File: src/rtl/lfc_pkg.sv
// Shared encodings for the line fetch controller.
// Assumes: command code values are visible at the port and must not change.
package lfc_pkg;

    typedef enum logic [1:0] {
        CMD_NOP = 2'd0,
        CMD_ACT = 2'd1,
        CMD_RD  = 2'd2,
        CMD_PRE = 2'd3
    } cmd_kind_t;

    typedef enum logic [2:0] {
        BK_IDLE,
        BK_NEED_PRE,
        BK_PRE_WAIT,
        BK_NEED_ACT,
        BK_ACT_WAIT,
        BK_READY
    } bank_st_t;

endpackage

File: src/rtl/bank_fsm.sv
// Per-bank sequencer. It holds one pending request and the bank's open-row
// register. On load it decides among hit, closed and conflict, raises requests
// for precharge or activate, counts out T_RP and T_RCD, and then reports ready.
// Assumes: grants arrive only for the command the bank is requesting.
module bank_fsm
    import lfc_pkg::*;
#(
    parameter int ROW_W = 12,
    parameter int COL_W = 8,
    parameter int T_RCD = 4,
    parameter int T_RP  = 3,
    localparam int MAX_T = (T_RCD > T_RP) ? T_RCD : T_RP,
    localparam int CNT_W = $clog2(MAX_T + 1)
)(
    input  logic             clk,
    input  logic             rst_n,
    input  logic             load_i,
    input  logic [ROW_W-1:0] load_row_i,
    input  logic [COL_W-1:0] load_col_i,
    input  logic             grant_pre_i,
    input  logic             grant_act_i,
    input  logic             grant_rd_i,
    output logic             idle_o,
    output logic             need_pre_o,
    output logic             need_act_o,
    output logic             ready_o,
    output logic [ROW_W-1:0] row_o,
    output logic [COL_W-1:0] col_o
);

    bank_st_t         st;
    logic [CNT_W-1:0] cnt;
    logic             open_vld;
    logic [ROW_W-1:0] open_row;
    logic [ROW_W-1:0] tgt_row;
    logic [COL_W-1:0] tgt_col;

    // Step the bank through close, open and wait phases.
    always_ff @(posedge clk) begin
        if (!rst_n) begin
            st       <= BK_IDLE;
            cnt      <= '0;
            open_vld <= 1'b0;
            open_row <= '0;
            tgt_row  <= '0;
            tgt_col  <= '0;
        end else begin
            case (st)
                BK_IDLE: if (load_i) begin
                    tgt_row <= load_row_i;
                    tgt_col <= load_col_i;
                    if (open_vld && open_row == load_row_i) st <= BK_READY;
                    else if (open_vld)                      st <= BK_NEED_PRE;
                    else                                    st <= BK_NEED_ACT;
                end
                BK_NEED_PRE: if (grant_pre_i) begin
                    st       <= BK_PRE_WAIT;
                    cnt      <= CNT_W'(T_RP - 1);
                    open_vld <= 1'b0;
                end
                BK_PRE_WAIT: begin
                    if (cnt == '0) st <= BK_NEED_ACT;
                    else           cnt <= cnt - 1'b1;
                end
                BK_NEED_ACT: if (grant_act_i) begin
                    st       <= BK_ACT_WAIT;
                    cnt      <= CNT_W'(T_RCD - 1);
                    open_vld <= 1'b1;
                    open_row <= tgt_row;
                end
                BK_ACT_WAIT: begin
                    if (cnt == '0) st <= BK_READY;
                    else           cnt <= cnt - 1'b1;
                end
                BK_READY: if (grant_rd_i) st <= BK_IDLE;
                default: st <= BK_IDLE;
            endcase
        end
    end

    // Report the phase and the row this bank wants on the command port.
    always_comb begin
        idle_o     = (st == BK_IDLE);
        need_pre_o = (st == BK_NEED_PRE);
        need_act_o = (st == BK_NEED_ACT);
        ready_o    = (st == BK_READY);
        row_o      = (st == BK_NEED_PRE) ? open_row : tgt_row;
        col_o      = tgt_col;
    end

endmodule

File: src/rtl/order_fifo.sv
// Small FIFO of bank numbers that records request arrival order.
// Assumes: the producer never pushes when full (one entry per busy bank).
module order_fifo #(
    parameter int DEPTH = 4,
    parameter int W     = 2,
    localparam int IDX_W = (DEPTH > 1) ? $clog2(DEPTH) : 1,
    localparam int CNT_W = $clog2(DEPTH + 1)
)(
    input  logic         clk,
    input  logic         rst_n,
    input  logic         push_i,
    input  logic [W-1:0] push_data_i,
    input  logic         pop_i,
    output logic [W-1:0] head_o,
    output logic         empty_o
);

    logic [W-1:0]     mem [DEPTH];
    logic [IDX_W-1:0] rd_ptr, wr_ptr;
    logic [CNT_W-1:0] count;

    function automatic logic [IDX_W-1:0] bump(input logic [IDX_W-1:0] p);
        return (p == IDX_W'(DEPTH - 1)) ? '0 : p + 1'b1;
    endfunction

    // Store entries and move pointers and occupancy.
    always_ff @(posedge clk) begin
        if (!rst_n) begin
            rd_ptr <= '0;
            wr_ptr <= '0;
            count  <= '0;
        end else begin
            if (push_i) begin
                mem[wr_ptr] <= push_data_i;
                wr_ptr      <= bump(wr_ptr);
            end
            if (pop_i) rd_ptr <= bump(rd_ptr);
            case ({push_i, pop_i})
                2'b10:   count <= count + 1'b1;
                2'b01:   count <= count - 1'b1;
                default: count <= count;
            endcase
        end
    end

    assign head_o  = mem[rd_ptr];
    assign empty_o = (count == '0);

endmodule

File: src/rtl/line_assembler.sv
// Gathers BURST beats into one line, first beat in the lowest slice, and
// pulses line_valid in the cycle after the last beat.
// Assumes: bursts arrive whole and never interleave.
module line_assembler #(
    parameter int BEAT_W = 64,
    parameter int BURST  = 8,
    localparam int IDX_W  = $clog2(BURST),
    localparam int LINE_W = BEAT_W * BURST
)(
    input  logic              clk,
    input  logic              rst_n,
    input  logic              beat_valid_i,
    input  logic [BEAT_W-1:0] beat_data_i,
    output logic              line_valid_o,
    output logic [LINE_W-1:0] line_data_o
);

    logic [IDX_W-1:0] idx;

    // Count beats and flag the completed line.
    always_ff @(posedge clk) begin
        if (!rst_n) begin
            idx          <= '0;
            line_valid_o <= 1'b0;
        end else begin
            line_valid_o <= 1'b0;
            if (beat_valid_i) begin
                if (idx == IDX_W'(BURST - 1)) begin
                    idx          <= '0;
                    line_valid_o <= 1'b1;
                end else begin
                    idx <= idx + 1'b1;
                end
            end
        end
    end

    for (genvar g = 0; g < BURST; g++) begin : g_slot
        logic [BEAT_W-1:0] slot_q;
        // Capture the beat that belongs to this slot.
        always_ff @(posedge clk) begin
            if (!rst_n)                                  slot_q <= '0;
            else if (beat_valid_i && idx == IDX_W'(g))   slot_q <= beat_data_i;
        end
        assign line_data_o[g*BEAT_W +: BEAT_W] = slot_q;
    end

endmodule

File: src/rtl/line_fetch_ctrl.sv
// Top of the cache-line read controller. It decodes request addresses, hands
// each request to its bank sequencer, arbitrates the single command port
// (in-order column reads first, then precharge/activate by lowest bank),
// spaces column reads by the burst length and assembles returned beats.
// Assumes: NUM_BANKS is a power of two; read data returns in command order.
module line_fetch_ctrl
    import lfc_pkg::*;
#(
    parameter int NUM_BANKS = 4,
    parameter int ROW_W     = 12,
    parameter int COL_W     = 8,
    parameter int T_RCD     = 4,
    parameter int T_RP      = 3,
    parameter int BURST     = 8,
    parameter int BEAT_W    = 64,
    localparam int BANK_W  = $clog2(NUM_BANKS),
    localparam int ADDR_W  = ROW_W + BANK_W + COL_W,
    localparam int LINE_W  = BURST * BEAT_W
)(
    input  logic              clk,
    input  logic              rst_n,
    input  logic              req_valid,
    output logic              req_ready,
    input  logic [ADDR_W-1:0] req_addr,
    output logic              cmd_valid,
    output logic [1:0]        cmd_kind,
    output logic [BANK_W-1:0] cmd_bank,
    output logic [ROW_W-1:0]  cmd_row,
    output logic [COL_W-1:0]  cmd_col,
    input  logic              beat_valid,
    input  logic [BEAT_W-1:0] beat_data,
    output logic              line_valid,
    output logic [LINE_W-1:0] line_data
);

    localparam int ALIGN_W = $clog2(BURST);
    localparam int GAP_W   = $clog2(BURST + 1);

    logic [COL_W-1:0]     req_col;
    logic [BANK_W-1:0]    req_bank;
    logic [ROW_W-1:0]     req_row;
    logic                 accept;
    logic [NUM_BANKS-1:0] bank_idle, need_pre, need_act, bank_rdy;
    logic [NUM_BANKS-1:0] g_pre, g_act, g_rd;
    logic [ROW_W-1:0]     bank_row [NUM_BANKS];
    logic [COL_W-1:0]     bank_col [NUM_BANKS];
    logic [BANK_W-1:0]    head, sel;
    logic                 fifo_empty, rd_go, found;
    logic [GAP_W-1:0]     gap_cnt;
    cmd_kind_t            kind_sel;

    assign req_col   = req_addr[COL_W-1:0];
    assign req_bank  = req_addr[COL_W +: BANK_W];
    assign req_row   = req_addr[ADDR_W-1 -: ROW_W];
    assign req_ready = bank_idle[req_bank];
    assign accept    = req_valid && req_ready;
    assign cmd_kind  = kind_sel;

    for (genvar g = 0; g < NUM_BANKS; g++) begin : g_bank
        bank_fsm #(
            .ROW_W (ROW_W),
            .COL_W (COL_W),
            .T_RCD (T_RCD),
            .T_RP  (T_RP)
        ) u_bank (
            .clk         (clk),
            .rst_n       (rst_n),
            .load_i      (accept && req_bank == BANK_W'(g)),
            .load_row_i  (req_row),
            .load_col_i  ({req_col[COL_W-1:ALIGN_W], ALIGN_W'(0)}),
            .grant_pre_i (g_pre[g]),
            .grant_act_i (g_act[g]),
            .grant_rd_i  (g_rd[g]),
            .idle_o      (bank_idle[g]),
            .need_pre_o  (need_pre[g]),
            .need_act_o  (need_act[g]),
            .ready_o     (bank_rdy[g]),
            .row_o       (bank_row[g]),
            .col_o       (bank_col[g])
        );
    end

    order_fifo #(
        .DEPTH (NUM_BANKS),
        .W     (BANK_W)
    ) u_order (
        .clk         (clk),
        .rst_n       (rst_n),
        .push_i      (accept),
        .push_data_i (req_bank),
        .pop_i       (rd_go),
        .head_o      (head),
        .empty_o     (fifo_empty)
    );

    // Pick one command per cycle: the oldest ready read, else the lowest bank
    // that needs a precharge or an activate.
    always_comb begin
        rd_go = !fifo_empty && bank_rdy[head] && (gap_cnt == '0);
        found = 1'b0;
        sel   = '0;
        for (int b = 0; b < NUM_BANKS; b++) begin
            if (!found && (need_pre[b] || need_act[b])) begin
                found = 1'b1;
                sel   = BANK_W'(b);
            end
        end
        g_rd      = '0;
        g_pre     = '0;
        g_act     = '0;
        cmd_valid = 1'b0;
        kind_sel  = CMD_NOP;
        cmd_bank  = '0;
        cmd_row   = '0;
        cmd_col   = '0;
        if (rd_go) begin
            g_rd[head] = 1'b1;
            cmd_valid  = 1'b1;
            kind_sel   = CMD_RD;
            cmd_bank   = head;
            cmd_row    = bank_row[head];
            cmd_col    = bank_col[head];
        end else if (found) begin
            cmd_valid = 1'b1;
            cmd_bank  = sel;
            cmd_row   = bank_row[sel];
            if (need_pre[sel]) begin
                g_pre[sel] = 1'b1;
                kind_sel   = CMD_PRE;
            end else begin
                g_act[sel] = 1'b1;
                kind_sel   = CMD_ACT;
            end
        end
    end

    // Hold off the next read until the current burst has left the bus.
    always_ff @(posedge clk) begin
        if (!rst_n)              gap_cnt <= '0;
        else if (rd_go)          gap_cnt <= GAP_W'(BURST - 1);
        else if (gap_cnt != '0)  gap_cnt <= gap_cnt - 1'b1;
    end

    line_assembler #(
        .BEAT_W (BEAT_W),
        .BURST  (BURST)
    ) u_asm (
        .clk          (clk),
        .rst_n        (rst_n),
        .beat_valid_i (beat_valid),
        .beat_data_i  (beat_data),
        .line_valid_o (line_valid),
        .line_data_o  (line_data)
    );

endmodule

File: config.mk
export PLATFORM = sky130hd
export DESIGN_NAME = line_fetch_ctrl
export DESIGN_NICKNAME = d
export VERILOG_FILES = /design/src/rtl/lfc_pkg.sv /design/src/rtl/bank_fsm.sv /design/src/rtl/order_fifo.sv /design/src/rtl/line_assembler.sv /design/src/rtl/line_fetch_ctrl.sv
export SDC_FILE = /design/constraint.sdc
export NUM_CORES = 1
export LEC_CHECK = 0
export BUFFER_PORTS_ARGS = -buffer_cell sky130_fd_sc_hd__buf_2
export CAP_MARGIN = 10
export CORE_UTILIZATION = 45
export CTS_BUF_LIST = sky130_fd_sc_hd__clkbuf_16
export CTS_CLUSTER_SIZE = 8
export DETAILED_ROUTE_END_ITERATION = 7
export PLACE_DENSITY = 0.73
export SETUP_SLACK_MARGIN = 0.15
export SLEW_MARGIN = 5
export SYNTH_ARGS = -nofsm -noshare
export SYNTH_HDL_FRONTEND = slang
export SYNTH_SLANG_ARGS = --single-unit
export TNS_END_PERCENT = 50
File: constraint.sdc
create_clock -name clk -period 8.1 [get_ports clk]
set_input_delay 1.215 -clock clk [delete_from_list [all_inputs] [get_ports clk]]
set_output_delay 1.215 -clock clk [all_outputs]
set_load 0.005 [all_outputs]
---- Yosys cells after proc, flatten, opt, wreduce, memory -nomap -nowiden ----
Memory sizes are Yosys's and may differ from the RTL's. A register that Yosys moved wholly into a read port is not among the register bits.
Index checks and enable logic that the tools add are counted.
Widths: inputs -> output; s select.
word-level totals
  register bits ........................... 671
  memory bits (writable) .................. 8
  input port bits ......................... 90
  memories ................................ 1
operators by class
  add/subtract/negate cells ............... 10
  magnitude comparators ................... 7
  eq/ne operators ......................... 66
  multiplexer cells ....................... 119
  bitwise logic cells ..................... 3
  reduce and logical (&&, ||, !) cells .... 81
memory list
  name         depth  bits a word  rd ports  clocked after memory_dff  wr ports  RTL line          RTL
  u_order.mem  4      2            1         1                         1         order_fifo.sv:18  logic [W-1:0] mem [DEPTH];
operators by type and width
  kind                 number
  $mux 12              10
  $mux 3               39
  $pmux 3 s6           4
  $bmux 12 s2          2
  $eq 12x12->1         4
  $eq 3x3->1 const B   12
  $pmux 3 s3           4
  $ne 2x2->1 const B   16
  $eq 3x2->1 const B   10
  $logic_not 3->1      10
  $mux 2               15
  $mux 4               7
  $logic_and 1x1->1    24
  $mux 1               24
  $mux 8               3
  $ne 2x1->1 const B   12
  $reduce_and 6->1     4
  $reduce_and 2->1     9
  $bmux 8 s2           1
  $reduce_and 4->1     4
  $eq 3x1->1 const B   5
  $sub 3x1->3 const B  5
  $reduce_and 3->1     4
  $reduce_bool 2->1    6
  other kinds (21)     52

---- Longest topological paths before layout ----
  word-level depth ........................ 21
  gate-level depth with buffers ........... 14

---- Cells and area by module ----
From an unflattened synthesis, not the netlist that was laid out.
unflattened totals
  cell total of the unflattened synthesis .. 3117
  area total of the unflattened synthesis .. 30106.4 um^2
modules (own cells, without submodules)
  module           times used  cells an instance  area an instance (um^2)
  line_assembler   1           1921               19479.9
  bank_fsm         4           239                2049.5
  line_fetch_ctrl  1           183                1681.6
  order_fifo       1           57                 747.0

---- Least setup slack after synthesis ----
OpenSTA, ideal clock, no wires.
  path kind ............................... reg2out
  from .................................... register (tool-made name)
  to ...................................... output port cmd_row[2]
  arrival ................................. 2.254 ns
  required time ........................... 6.885 ns
  path slack .............................. 4.631 ns
  stages on the path, launching flop included .. 10
  path through ............................ dfxtp_1 mux4_2 buf_6 mux2_4 a2bb2oi_4 buf_6 nand2_4 buf_6 buf_6 o22ai_1
RTL lines
  what           RTL line               RTL
  end, declared  line_fetch_ctrl.sv:28  output logic [ROW_W-1:0] cmd_row,

==> flow_metrics.env <==
export IMPL_outcome="completed"
export IMPL_highest_layer="met4"
export IMPL_ys_seq_area_share_pct=50.3
export IMPL_first_pass_iters=6
export IMPL_hp_class="reg -> reg"
export IMPL_routed_wl_mm=96.8
export IMPL_antenna_found_initial=1
export IMPL_clkTransAtPathRegs_ps=50
export IMPL_finalSetupViolCount=0
export IMPL_netlist_top_cells_count="1222 x nand2_1, 673 x dfxtp_1, 622 x a21oi_1, 210 x clkbuf_1, 103 x mux2i_1"
export IMPL_synth_enable_flop_cells=8
export IMPL_drt_antenna_violating_nets=0
export IMPL_cts_setup_buffers=0
export IMPL_die_width_um=248
export IMPL_nets=3958
export IMPL_worstMarginPinSlew_ps=1140
export IMPL_layout_min_cycle_time_ps=5020
export IMPL_worstSkewPairLatency_ps=660
export IMPL_grt_max_degree=208
export IMPL_start_kind="register"
export IMPL_dieArea_mm2=0.0615
export IMPL_wl_met3_mm=9.27
export IMPL_hold_ws_ps=448
export IMPL_fillers=5520
export IMPL_avgSynthCellArea_um2=7.97
export IMPL_register_area_mm2=0.0137
export IMPL_drive_above_1_share_pct=20.6
export IMPL_die_h_um=248
export IMPL_syn_to_final_growth_pct=19.9
export IMPL_rsz0062_at_grt="false"
export IMPL_cts_hold_buf=0
export IMPL_p_leak_nw=13.4
export IMPL_fin_tns_setup_ps=0
export IMPL_clock_skew_ps=43.1
export IMPL_core_area_mm2=0.0595
export IMPL_dpl_hpwl_mm=62.9
export IMPL_wl_met2_mm=44.4
export IMPL_maxCapViolations=0
export IMPL_critPathMaxFanout=34
export IMPL_yosysWarningCount=0
export IMPL_crit_arrival_ps=3800
export IMPL_ys_top_cells_by_area="dfxtp_1 49%, nand2_1 17%, a21oi_1 11%"
export IMPL_synth_seq_cells=681
export IMPL_fmax_mhz=199
export IMPL_rows=89
export IMPL_numCtsBuffers=95
export IMPL_cts_tree="done"
export IMPL_h_tree_depth=3
export IMPL_hold_viol_final=0
export IMPL_slew_headroom_pct=24.0
export IMPL_drt_iter0_drc=2202
export IMPL_grt_usage_pct=30.0
export IMPL_hold_depth=2
export IMPL_grt_pass1_wl_mm=141
export IMPL_ys_flop_type="dfxtp_1"
export IMPL_post_cts_resized=0
export IMPL_crit_type="reg -> out"
export IMPL_ff2ff_path_depth=11
export IMPL_fin_crit_sh_pct=61.9
export IMPL_via_per_inst=5.48
export IMPL_gp_congestion=0.867
export IMPL_slew_violations=0
export IMPL_netlist_instances=3421
export IMPL_clock_sinks=681
export IMPL_multi_input_area_mm2=0.0120
export IMPL_grt_remaining_overflow=0
export IMPL_wl_met1_mm=37.7
export IMPL_synth_async_reset_ratio_pct=0
export IMPL_peakVddDrop_uv=248
export IMPL_post_drt_wl_per_cell_um=20.9
export IMPL_cp_end_kind="primary output"
export IMPL_syn_area_mm2=0.0272
export IMPL_design_area_mm2=0.0327
export IMPL_vias=25386
export IMPL_synth_most_common_cell="nand2_1"
export IMPL_io_buffers=622
export IMPL_place_area_mm2=0.0301
export IMPL_clockBufferDepth=3
export IMPL_synth_cell_types=75
export IMPL_root_buffer="clkbuf_16"
export IMPL_boundaryPins=629
export IMPL_p_per_area_mw_per_mm2=263
export IMPL_start_util_pct=45.8
export IMPL_synth_top_area_cell="dfxtp_1"
export IMPL_grt_pass1_vias=22945
export IMPL_synth_top_area_share_pct=49.4
export IMPL_drc=0
export IMPL_cp_data_required_time_ps=6880
==> placed cells by master, fill, tap and decap left out, drive strengths merged, types with 5 or more instances in the layout <==
master / count
clkinv: 5
mux4: 7
ha: 21
a31oi: 15
nor4: 11
nand2b: 12
xor2: 19
or3: 10
o21ai: 15
xnor2: 34
a211oi: 19
dfxtp: 673
nor2b: 8
edfxtp: 8
inv: 37
clkbuf: 95
nand3: 23
and2: 19
buf: 643
a21oi: 622
nand4: 11
nand2: 1224
a211o: 5
mux2i: 103
nor2: 95
nor3: 6
o22ai: 38
and3: 14
==> path summary, 6_finish.rpt <==
path	slack, ps	from	to
worst max-delay path	3080	register	cmd_row[8]
worst min-delay path	450	u_asm.g_slot[3].slot_q[1]	u_asm.g_slot[3].slot_q[1]
worst max register to register	3950	register	u_order.count[2]
worst min register to register	450	u_asm.g_slot[3].slot_q[1]	u_asm.g_slot[3].slot_q[1]
==> area by class of cell <==
cell class | instances | share of cell area, %
diodes | 4 | 0.0306
clock buffers | 95 | 7.28
clock inverters | 12 | 0.551
inverters | 30 | 0.368
multi-input cells | 2395 | 36.8
flip-flops and latches | 681 | 42.0
well taps | 773 | 2.96
repair buffers | 643 | 10.1
==> per-stage QoR <==
stage / utilization (%) / power (W) / setup WS, ps / std cells
finish: 54.9 / 0.00860 / 3080 / 4633
global route: 54.9 / 0.00893 / 2890 / 4630
CTS: 54.9 / 0.00863 / 3050 / 4629
detailed placement: 50.6 / 0.00510 / 3740 / 4522
global placement: 50.6 / 0.00509 / 3760 / 4522
floorplan: - / 0.00470 / 4630 / 3423
==> state kept, by name, summed over array words and instances (netlist names), 4 cells and up, named ones only <==
| register | flops |
|---|---|
| u_asm.g_slot.slot_q | 512 |
| g_bank.u_bank.tgt_row | 48 |
| g_bank.u_bank.col_o | 20 |
| g_bank.u_bank.open_row | 48 |
| g_bank.u_bank.st | 12 |
| gap_cnt | 4 |
| g_bank.u_bank.cnt | 12 |
| u_order.mem | 8 |
| g_bank.u_bank.open_vld | 4 |
==> kinds of logic after synthesis <==
logic type | synth area share (%)
AND/OR/NAND/NOR | 21.1
adder cells (fa/ha/maj) | 1.07
AO/OA/AOI/OAI | 15.2
flip-flops | 50.3
other | 0.0138
XOR/XNOR | 1.70
multiplexers | 4.56
buffers and inverters | 5.99
==> where the power goes <==
part / switching, W / internal, W
combinational: 0.000925 / 0.000494
clock: 0.00146 / 0.00208
sequential: 0.000135 / 0.00351
==> metal layers <==
metal | track usage (%) | up-vias
met2 | 47.1 | 1239
met4 | 16.5 | 0
li1 | - | 12015
met5 | 0 | -
met3 | 7.37 | 294
met1 | 37.8 | 11838
==> critical path, stage by stage, from the launching register on <==
cell	delay, ps
dfxtp_1	460
mux4_2	900
mux2_4	460
a2bb2oi_4	410
nand2_4	260
nand2_2	300
o22ai_1	190
buf_2	170
No activity file was read; power rests on OpenSTA's default activity.
